==> src/rtl/frame_tx_pkg.sv <==
package frame_tx_pkg;

  localparam int unsigned WORD_MAX = 8;

  // Line-control fields below the break bit; bit order follows the control input.
  typedef struct packed {
    logic       stick;
    logic       even;
    logic       par_en;
    logic       stop_long;
    logic [1:0] wsel;
  } fmt_t;

  typedef enum logic [2:0] {
    S_IDLE  = 3'd0,
    S_START = 3'd1,
    S_DATA  = 3'd2,
    S_PAR   = 3'd3,
    S_STOP  = 3'd4
  } seq_state_t;

  // Number of data bits for a word-length code.
  function automatic int unsigned word_bits(logic [1:0] wsel);
    return 32'd5 + 32'(wsel);
  endfunction

  // Parity bit to send for a byte under a given format.
  function automatic logic parity_of(logic [WORD_MAX-1:0] d, fmt_t f);
    logic [WORD_MAX-1:0] mask;
    logic                ones_odd;
    mask     = 8'hFF >> (2'd3 - f.wsel);
    ones_odd = ^(d & mask);
    if (f.stick) return ~f.even;
    return f.even ? ones_odd : ~ones_odd;
  endfunction

  // Stop period length in ticks for the latched stop and word settings.
  function automatic int unsigned stop_ticks(logic stop_long, logic [1:0] wsel,
                                             int unsigned ovs);
    if (!stop_long)     return ovs;
    if (wsel == 2'b00)  return ovs + ovs / 2;
    return 2 * ovs;
  endfunction

endpackage

==> src/rtl/frame_tx_hold.sv <==
module frame_tx_hold #(
  parameter int unsigned W = 8
) (
  input  logic         clk,
  input  logic         rst_n,
  input  logic         in_valid,
  input  logic [W-1:0] in_data,
  output logic         in_ready,
  input  logic         take,
  output logic         held_full,
  output logic [W-1:0] held_data
);

  logic accept;

  assign in_ready = ~held_full;
  assign accept   = in_valid & in_ready;

  always_ff @(posedge clk or negedge rst_n) begin
    if (!rst_n) begin
      held_full <= 1'b0;
      held_data <= '0;
    end else if (accept) begin
      held_full <= 1'b1;
      held_data <= in_data;
    end else if (take) begin
      held_full <= 1'b0;
    end
  end

  // a held byte stays put until the sequencer takes it
  a_r10_hold_keeps: assert property (@(posedge clk) disable iff (!rst_n)
    (held_full && !take) |=> (held_full && $stable(held_data)));

  // a take always frees the stage
  a_r10_take_frees: assert property (@(posedge clk) disable iff (!rst_n)
    (held_full && take) |=> !held_full);

endmodule

==> src/rtl/frame_tx_seq.sv <==
module frame_tx_seq
  import frame_tx_pkg::*;
#(
  parameter int unsigned OVS = 16
) (
  input  logic                clk,
  input  logic                rst_n,
  input  logic                tick,
  input  fmt_t                cur_fmt,
  input  logic                brk,
  input  logic                pend_full,
  input  logic [WORD_MAX-1:0] pend_data,
  output logic                take,
  output logic                ser_bit,
  output logic                busy
);

  localparam int unsigned CW = $clog2(2 * OVS);
  localparam int unsigned IW = $clog2(WORD_MAX);

  seq_state_t          state_q;
  logic [CW-1:0]       cnt_q;
  logic [IW-1:0]       idx_q;
  logic [WORD_MAX-1:0] sh_q;
  logic                par_q;
  logic                brk_q;
  logic [1:0]          wsel_q;
  logic                stop_long_q;
  logic                par_en_q;

  // named events for the assertions
  logic [CW-1:0] tick_last;
  logic [IW-1:0] idx_last;
  logic          abort;
  logic          bit_end;
  logic          frame_start;

  always_comb begin
    if (state_q == S_STOP) tick_last = CW'(stop_ticks(stop_long_q, wsel_q, OVS) - 1);
    else                   tick_last = CW'(OVS - 1);
  end

  assign idx_last    = IW'(word_bits(wsel_q) - 1);
  assign abort       = brk_q & ~brk & (state_q != S_IDLE);
  assign bit_end     = tick & (cnt_q == tick_last) & (state_q != S_IDLE);
  assign frame_start = (state_q == S_IDLE) & pend_full;
  assign take        = frame_start;
  assign busy        = (state_q != S_IDLE);

  always_ff @(posedge clk or negedge rst_n) begin
    if (!rst_n) begin
      state_q     <= S_IDLE;
      cnt_q       <= '0;
      idx_q       <= '0;
      sh_q        <= '0;
      par_q       <= 1'b0;
      brk_q       <= 1'b0;
      wsel_q      <= 2'b00;
      stop_long_q <= 1'b0;
      par_en_q    <= 1'b0;
    end else begin
      brk_q <= brk;
      if (abort) begin
        state_q <= S_IDLE;
        cnt_q   <= '0;
      end else if (frame_start) begin
        state_q     <= S_START;
        cnt_q       <= '0;
        idx_q       <= '0;
        sh_q        <= pend_data;
        par_q       <= parity_of(pend_data, cur_fmt);
        wsel_q      <= cur_fmt.wsel;
        stop_long_q <= cur_fmt.stop_long;
        par_en_q    <= cur_fmt.par_en;
      end else if (busy && tick) begin
        if (!bit_end) begin
          cnt_q <= cnt_q + 1'b1;
        end else begin
          cnt_q <= '0;
          case (state_q)
            S_START: state_q <= S_DATA;
            S_DATA: begin
              sh_q  <= sh_q >> 1;
              idx_q <= idx_q + 1'b1;
              if (idx_q == idx_last) state_q <= par_en_q ? S_PAR : S_STOP;
            end
            S_PAR:   state_q <= S_STOP;
            default: state_q <= S_IDLE;
          endcase
        end
      end
    end
  end

  always_comb begin
    case (state_q)
      S_START: ser_bit = 1'b0;
      S_DATA:  ser_bit = sh_q[0];
      S_PAR:   ser_bit = par_q;
      default: ser_bit = 1'b1;
    endcase
  end

  // dropping break mid-frame returns the sequencer to idle
  a_r8_abort_idle: assert property (@(posedge clk) disable iff (!rst_n)
    ($fell(brk) && state_q != S_IDLE) |=> (state_q == S_IDLE));

  // without a tick the sequencer does not move
  a_r11_wait_tick: assert property (@(posedge clk) disable iff (!rst_n)
    (!tick && state_q != S_IDLE && !abort) |=> ($stable(cnt_q) && $stable(state_q)));

  // latched format is frozen during a frame
  a_r9_fmt_frozen: assert property (@(posedge clk) disable iff (!rst_n)
    (state_q != S_IDLE) |=> ($stable(wsel_q) && $stable(stop_long_q) && $stable(par_en_q)));

  // stop period never runs past its length
  a_r6_stop_bound: assert property (@(posedge clk) disable iff (!rst_n)
    (state_q == S_STOP) |-> (cnt_q <= tick_last));

  // data index stays within the word
  a_r2_idx_bound: assert property (@(posedge clk) disable iff (!rst_n)
    (state_q == S_DATA) |-> (idx_q <= idx_last));

endmodule

==> src/rtl/frame_tx_line.sv <==
module frame_tx_line (
  input  logic clk,
  input  logic rst_n,
  input  logic brk,
  input  logic ser_bit,
  output logic tx_line
);

  assign tx_line = brk ? 1'b0 : ser_bit;

  // break holds the line low
  a_r7_break_low: assert property (@(posedge clk) disable iff (!rst_n)
    brk |-> !tx_line);

endmodule

==> src/rtl/frame_tx.sv <==
module frame_tx
  import frame_tx_pkg::*;
#(
  parameter int unsigned OVS = 16
) (
  input  logic                clk,
  input  logic                rst_n,
  input  logic                baud_tick,
  input  logic [6:0]          line_ctl,
  input  logic [WORD_MAX-1:0] tx_data,
  input  logic                tx_valid,
  output logic                tx_ready,
  output logic                tx_line,
  output logic                tx_busy,
  output logic                tx_empty
);

  fmt_t                cur_fmt;
  logic                brk;
  logic                held_full;
  logic [WORD_MAX-1:0] held_data;
  logic                take;
  logic                ser_bit;

  assign cur_fmt  = fmt_t'(line_ctl[5:0]);
  assign brk      = line_ctl[6];
  assign tx_empty = ~held_full & ~tx_busy;

  frame_tx_hold #(.W(WORD_MAX)) hold_i (
    .clk       (clk),
    .rst_n     (rst_n),
    .in_valid  (tx_valid),
    .in_data   (tx_data),
    .in_ready  (tx_ready),
    .take      (take),
    .held_full (held_full),
    .held_data (held_data)
  );

  frame_tx_seq #(.OVS(OVS)) seq_i (
    .clk       (clk),
    .rst_n     (rst_n),
    .tick      (baud_tick),
    .cur_fmt   (cur_fmt),
    .brk       (brk),
    .pend_full (held_full),
    .pend_data (held_data),
    .take      (take),
    .ser_bit   (ser_bit),
    .busy      (tx_busy)
  );

  frame_tx_line line_i (
    .clk     (clk),
    .rst_n   (rst_n),
    .brk     (brk),
    .ser_bit (ser_bit),
    .tx_line (tx_line)
  );

  // a held byte is taken only by an idle sequencer
  a_r10_take_idle: assert property (@(posedge clk) disable iff (!rst_n)
    (held_full && !tx_busy) |=> (tx_busy || !held_full || $past(line_ctl[6])));

endmodule

==> config.mk <==
export PLATFORM = sky130hd
export DESIGN_NAME = frame_tx
export DESIGN_NICKNAME = d
export VERILOG_FILES = /design/src/rtl/frame_tx_pkg.sv /design/src/rtl/frame_tx_hold.sv /design/src/rtl/frame_tx_seq.sv /design/src/rtl/frame_tx_line.sv /design/src/rtl/frame_tx.sv
export SDC_FILE = /design/constraint.sdc
export NUM_CORES = 1
export LEC_CHECK = 0
export ABC_CLOCK_PERIOD_IN_PS = 2100
export BUFFER_PORTS_ARGS = -buffer_cell sky130_fd_sc_hd__buf_2
export CORE_ASPECT_RATIO = 1.75
export CORE_MARGIN = 2
export CORE_UTILIZATION = 25
export DETAILED_ROUTE_END_ITERATION = 8
export SLEW_MARGIN = 20
export SYNTH_ARGS = -nofsm -noshare
export SYNTH_HDL_FRONTEND = slang
export SYNTH_SLANG_ARGS = --single-unit
==> constraint.sdc <==
create_clock -name clk -period 2.1 [get_ports clk]
set_input_delay 0.42 -clock clk [delete_from_list [all_inputs] [get_ports clk]]
set_output_delay 0.42 -clock clk [all_outputs]
set_load 0.02 [all_outputs]
# Yosys cells after proc, flatten, opt, wreduce, memory -nomap -nowiden
# Index checks and enable logic that the tools add are counted.
# op_classes
n_eq_ne	7
shifts	1
n_bitwise	14
muxes	40
addsub	6
n_reduce_logical	14
# op_table
operator	count
2-to-1 mux 5 bit	10
2-to-1 mux 8 bit	4
2-to-1 mux 3 bit	10
2-to-1 mux 1 bit	14
case mux 3 bit (3 select lines)	1
nonzero test 3 bit	3
AND 8 bit	1
nonzero test 2 bit	4
XOR reduction 8 bit	1
right shift 8 x 2 -> 8 bit (first input constant)	1
AND 1 bit	7
equality test 3 x 2 -> 1 bit (second input constant)	2
inverter 1 bit	6
adder 5 x 1 -> 5 bit (second input constant)	1
equality test 5 bit	1
subtractor 5 x 1 -> 5 bit (second input constant)	1
inequality test 4 x 2 -> 1 bit (second input constant)	1
AND reduction 4 bit	1
adder 3 x 1 -> 3 bit (second input constant)	1
adder 3 x 2 -> 3 bit (first input constant)	1
equality test 3 x 1 -> 1 bit (second input constant)	1
equality test 3 bit	1
equality test 3 bit (second input constant)	1
logical NOT 3 bit	1
7 further kinds	7
# word_totals
out_inout_bits	4
elab_cells	93
input_bits	19
regBits	34

# Logic depth before layout (Yosys ltp)
# logic_depth
ltp_word	16
ltp_mapped	8
mapped_depth_nobuf	6

# By module
# From an unflattened synthesis, not the netlist that was laid out.
# unflattened
cells_unflattened	173
area_unflattened_um2	1845.5
# modules_own_cells
mod	area_per_inst_um2	n_inst	cells_per_inst	seq_area_each_um2
frame_tx_seq	1453.9	1	150	625.6
frame_tx_hold	374.1	1	21	225.2
frame_tx_line	13.8	1	1	0.0
frame_tx	3.8	1	1	0.0

# Worst setup path after synthesis
# No wires, ideal clock.
# synth_timing
path_kind	register -> register
from	reg seq_i.state_q[0]
to	reg seq_i.idx_q[0]
slack_ns	0.025
t_arrival_ns	1.997
n_path_buf	2
path_stages_with_launch	8
period_less_slack_ns	2.075
t_required_ns	2.022
setup_time_ns	0.078
path_cell_list	dfrtp_1 buf_4 and4bb_4 a21oi_2 or4_1 buf_2 or3_1 a21oi_1
# synth_between
elab_chain_len	7
word_cells_on_any_way	17
cone_classes	3 x eq/ne; 2 x mux; 5 x bitwise; 7 x reduce/logical
# synth_rtl
item	line	text
start: declaration	frame_tx_seq.sv:21	seq_state_t state_q;
start signal: assignment	frame_tx_seq.sv:85	if (idx_q == idx_last) state_q <= par_en_q ? S_PAR : S_STOP;
equality test 3 bit	frame_tx_seq.sv:39	if (state_q == S_STOP) tick_last = CW'(stop_ticks(stop_long_q, wsel_q, OVS) - 1);
2-to-1 mux 5 bit	frame_tx_seq.sv:39	
equality test 5 bit	frame_tx_seq.sv:45	assign bit_end = tick & (cnt_q == tick_last) & (state_q != S_IDLE);
AND 1 bit (2 in a row)	frame_tx_seq.sv:45	
nonzero test 2 bit (no source line)	n/a	
AND reduction 4 bit (no source line)	n/a	
end signal: assignment	frame_tx_seq.sv:84	idx_q <= idx_q + 1'b1;
end: declaration	frame_tx_seq.sv:23	logic [IW-1:0] idx_q;
# Parallel ways exist; a longest one is shown, timed or not.
# A chain may end at the register's enable or synchronous reset.

# Worst setup path in the final report
# layout_timing
from	reg seq_i.state_q[1]
to	reg seq_i.idx_q[0]
# Same word-level chain as after synthesis.

==> metrics.txt <==
# TYPE chip_impl_metric gauge
chip_impl_info{name="run_status",value="finished clean"} 1
chip_impl_info{name="min-delay-path-class",value="input port to asynchronous set/reset pin"} 1
chip_impl_info{name="crit-reg2reg-capture",value="seq_i.idx_q[0]$_DFFE_PN0P_"} 1
chip_impl_metric{name="asyncSetResetFlopFracSynth",unit="%"} 100.0
chip_impl_metric{name="die_area",unit="sq um"} 7923
chip_impl_metric{name="grt_pass1_wl",unit="mm"} 7.286
chip_impl_metric{name="detailedRoute.firstIterationViolations",unit=""} 67
chip_impl_metric{name="synth_sequential_area_ratio",unit="%"} 47.26
chip_impl_metric{name="first_global_vias",unit=""} 1570
chip_impl_metric{name="post_synth_inst_count",unit=""} 186
chip_impl_metric{name="final_routed_wire_length_divided_by_cell_count",unit="um"} 14.01
chip_impl_metric{name="worst_slew_margin_rel",unit="%"} 48.96
chip_impl_metric{name="floorplan.core_area",unit="sq um"} 7079
chip_impl_metric{name="gpl.final_weighted_congestion",unit=""} 0.8243
chip_impl_metric{name="portBuffers",unit=""} 22
chip_impl_metric{name="route.antenna.remaining_nets",unit=""} 0
chip_impl_metric{name="viasPerCell",unit=""} 4.935
chip_impl_metric{name="finalMaxSlewViolations",unit=""} 0
chip_impl_metric{name="cts_hold_repair.buffers",unit=""} 0
chip_impl_metric{name="max-vdd-ir-drop",unit="mV"} 0.6020
chip_impl_metric{name="num_io_pins",unit=""} 23
chip_impl_info{name="rsz0062_at_grt",value="no"} 1
chip_impl_metric{name="cts-buffers-inserted",unit=""} 5
chip_impl_metric{name="numPlacedInstances",unit=""} 302
chip_impl_metric{name="synth_enable_flop_cells",unit=""} 0
chip_impl_metric{name="vias",unit=""} 1530
chip_impl_metric{name="setup.reg_to_reg.worst_slack",unit="ps"} 120
chip_impl_metric{name="cts.reportedPaths.clkPinSlew",unit="ps"} 50
chip_impl_metric{name="finalWirelength",unit="mm"} 4.344
chip_impl_metric{name="worstPathRequired",unit="ps"} 2310
chip_impl_metric{name="track_usage",unit="%"} 12.39
chip_impl_metric{name="ys_types",unit=""} 43
chip_impl_info{name="ys.flop_type",value="dfrtp_1"} 1
chip_impl_info{name="critical_path_class",value="flip-flop to flip-flop"} 1
chip_impl_metric{name="max_clk_rate",unit="MHz"} 505.9
chip_impl_metric{name="final.setup.tns",unit="ps"} 0
chip_impl_metric{name="hpwl",unit="mm"} 3.375
chip_impl_metric{name="cts_num_sinks",unit=""} 34
chip_impl_info{name="setup.worst_path.start_class",value="flip-flop"} 1
chip_impl_metric{name="syn_nets",unit=""} 207
chip_impl_metric{name="syn-cell-area",unit="sq um"} 1800
chip_impl_metric{name="placementRows",unit=""} 41
chip_impl_metric{name="initial_utilization",unit="%"} 25.43
chip_impl_metric{name="yosysWarningCount",unit=""} 0
chip_impl_metric{name="drive_above_1_share",unit="%"} 29.46
chip_impl_metric{name="die_w",unit="um"} 68.15
chip_impl_metric{name="ys_seq_elements",unit=""} 34
chip_impl_metric{name="finalSetupViolations",unit=""} 0
chip_impl_metric{name="grt_max_degree",unit=""} 35
chip_impl_metric{name="syn-mean-instance-area",unit="sq um"} 9.680
chip_impl_metric{name="clk_path_buf_depth",unit=""} 2
chip_impl_metric{name="layout_min_cycle_time",unit="ps"} 1977
chip_impl_metric{name="power-per-cell-area",unit="nW/um^2"} 1543
chip_impl_metric{name="detailed_routing_iterations_pass_1",unit=""} 4
chip_impl_metric{name="clk_latency",unit="ps"} 280
chip_impl_metric{name="nNetsFinal",unit=""} 244
chip_impl_metric{name="remaining_drc_errors",unit=""} 0
chip_impl_metric{name="final_cells",unit=""} 310
chip_impl_metric{name="arrival_time_at_the_worst_endpoint",unit="ps"} 2180
chip_impl_metric{name="area_delta_synth_final",unit="%"} 25.43
chip_impl_metric{name="initial_antenna_violation_count",unit=""} 0
chip_impl_metric{name="h-tree-depth",unit=""} 2
chip_impl_metric{name="timing.final.crit_share",unit="%"} 94.13
chip_impl_metric{name="antenna_cells_inserted",unit=""} 0
chip_impl_metric{name="timing_worst_slew_pin_value",unit="ps"} 765.6
chip_impl_info{name="worst_r2r_startpoint",value="seq_i.state_q[1]$_DFFE_PN0P_"} 1
chip_impl_info{name="worst_setup_path_end_kind",value="flip-flop"} 1
chip_impl_metric{name="die_height",unit="um"} 116.3
chip_impl_metric{name="skew_final",unit="ps"} 8.240
chip_impl_metric{name="grt_overflow_total",unit=""} 0
chip_impl_info{name="clockRootBuffer",value="clkbuf_16"} 1
chip_impl_info{name="tritoncts",value="built"} 1
chip_impl_metric{name="largest_fanout_on_the_critical_path",unit=""} 6
chip_impl_metric{name="static-leakage-power",unit="nW"} 1.012
chip_impl_metric{name="reg2regPathDepth",unit=""} 5
chip_impl_metric{name="cap_violations",unit=""} 0
chip_impl_metric{name="hold_violations",unit=""} 0
-- area by class of cell --
class / count / area [sq um]
Clock buffer: 7 / 142.6
Multi-Input combinational cell: 140 / 909.6
Tap cell: 86 / 107.6
Clock inverter: 1 / 5.005
Fill cell: 765 / 4821
Sequential cell: 34 / 850.8
Inverter: 5 / 20.02
Timing Repair Buffer: 37 / 222.7
-- flip-flops by register name, summed over array words and instances, names as in the netlist --
| signal | cells |
|---|---|
| seq_i.stop_long_q | 1 |
| seq_i.sh_q | 8 |
| hold_i.held_data | 8 |
| seq_i.cnt_q | 5 |
| seq_i.state_q | 3 |
| seq_i.par_q | 1 |
| hold_i.held_full | 1 |
| seq_i.brk_q | 1 |
| seq_i.wsel_q | 2 |
| seq_i.idx_q | 3 |
| seq_i.par_en_q | 1 |
-- cell usage in the layout, fill, tap and decap left out, types with 5 or more instances in the layout --
cell type / netlist / layout
buf_4: 3 / 15
nor2_1: 16 / 15
nand3_1: 11 / 11
dfrtp_1: 34 / 34
a31oi_1: 5 / 5
a21oi_1: 5 / 5
buf_2: 1 / 22
mux2_2: 10 / 10
o21ai_0: 11 / 11
nand2_1: 28 / 28
clkbuf_16: 0 / 5
-- per-layer routing --
layer	vias up	wire length [um]	global-route usage, %
met5	-	0	0
met4	0	191	8.000
met3	13	111	2.601
met2	21	2419	21.88
met1	756	1621	12.74
li1	740	-	-
-- worst max-delay path: stages, from the launching register on --
cell and delay, ps:
dfrtp_1 410, and4bb_4 370, a21oi_2 70, or4_4 550
or3_1 360, a21oi_1 140
-- cell usage after synthesis (4+ instances only) --
cell type	instances	area (sq um)
o21ai_0	11	55.05
nand3_1	11	55.05
nor2_1	16	60.06
a31oi_1	5	31.28
dfrtp_1	34	850.8
nand2_1	28	105.1
mux2_2	10	112.6
inv_1	4	15.01
xnor2_1	4	35.03
nand4_1	4	25.02
a21oi_1	5	25.02
xor2_1	4	35.03
-- power by group --
part           internal, mW  total [mW]  switching, mW
logic                 0.741        1.59          0.852
registers             0.918        1.16          0.240
clock network         0.470       0.734          0.264
-- per-stage QoR --
step	setup WS [ps]	hold WS [ps]	area [sq um]	util (%)	power [mW]
4_1_cts	24.83	255.9	2240	31.64	3.508
2_1_floorplan	24.97	124.4	1800	-	2.219
6_report	123.3	217.9	2258	31.90	3.485
5_1_grt	18.99	284.7	2258	31.90	3.749
3_3_place_gp	65.19	466.8	2092	29.55	2.728
3_5_place_dp	45.56	482.2	2092	29.55	2.767
-- what timing repair did --
| action | in CTS | in global routing |
|---|---|---|
| gates resized for setup | 0 | 4 |
| setup buffers | 0 | 0 |
| setup endpoints to repair | 0 | 9 |
-- kinds of logic (layout without fill, tap and decap cells) --
group / count (synthesis) / in the layout / synth area share, %
AOI/OAI and AO/OA: 37 / 37 / 13.69
xor gates and xnor gates: 9 / 9 / 5.142
adders and majority gates: 2 / 2 / 1.390
buffers and inverters: 12 / 50 / 3.265
DFF: 34 / 34 / 47.26
muxes: 11 / 11 / 6.810
and+or+nand+nor: 81 / 81 / 22.45
-- worst max path at each step --
stage / endpoint / slack, ps / startpoint
2_1_floorplan: seq_i.idx_q[0]$_DFFE_PN0P_ / 20 / seq_i.state_q[0]$_DFFE_PN0P_
3_3_place_gp: seq_i.sh_q[4]$_DFFE_PN0P_ / 70 / seq_i.state_q[1]$_DFFE_PN0P_
3_5_place_dp: seq_i.sh_q[6]$_DFFE_PN0P_ / 50 / seq_i.state_q[1]$_DFFE_PN0P_
4_1_cts: seq_i.sh_q[6]$_DFFE_PN0P_ / 20 / seq_i.state_q[1]$_DFFE_PN0P_
5_1_grt: seq_i.sh_q[7]$_DFFE_PN0P_ / 20 / seq_i.cnt_q[0]$_DFFE_PN0P_
6_report: seq_i.idx_q[0]$_DFFE_PN0P_ / 120 / seq_i.state_q[1]$_DFFE_PN0P_
No activity file was read; power rests on OpenSTA's default activity.
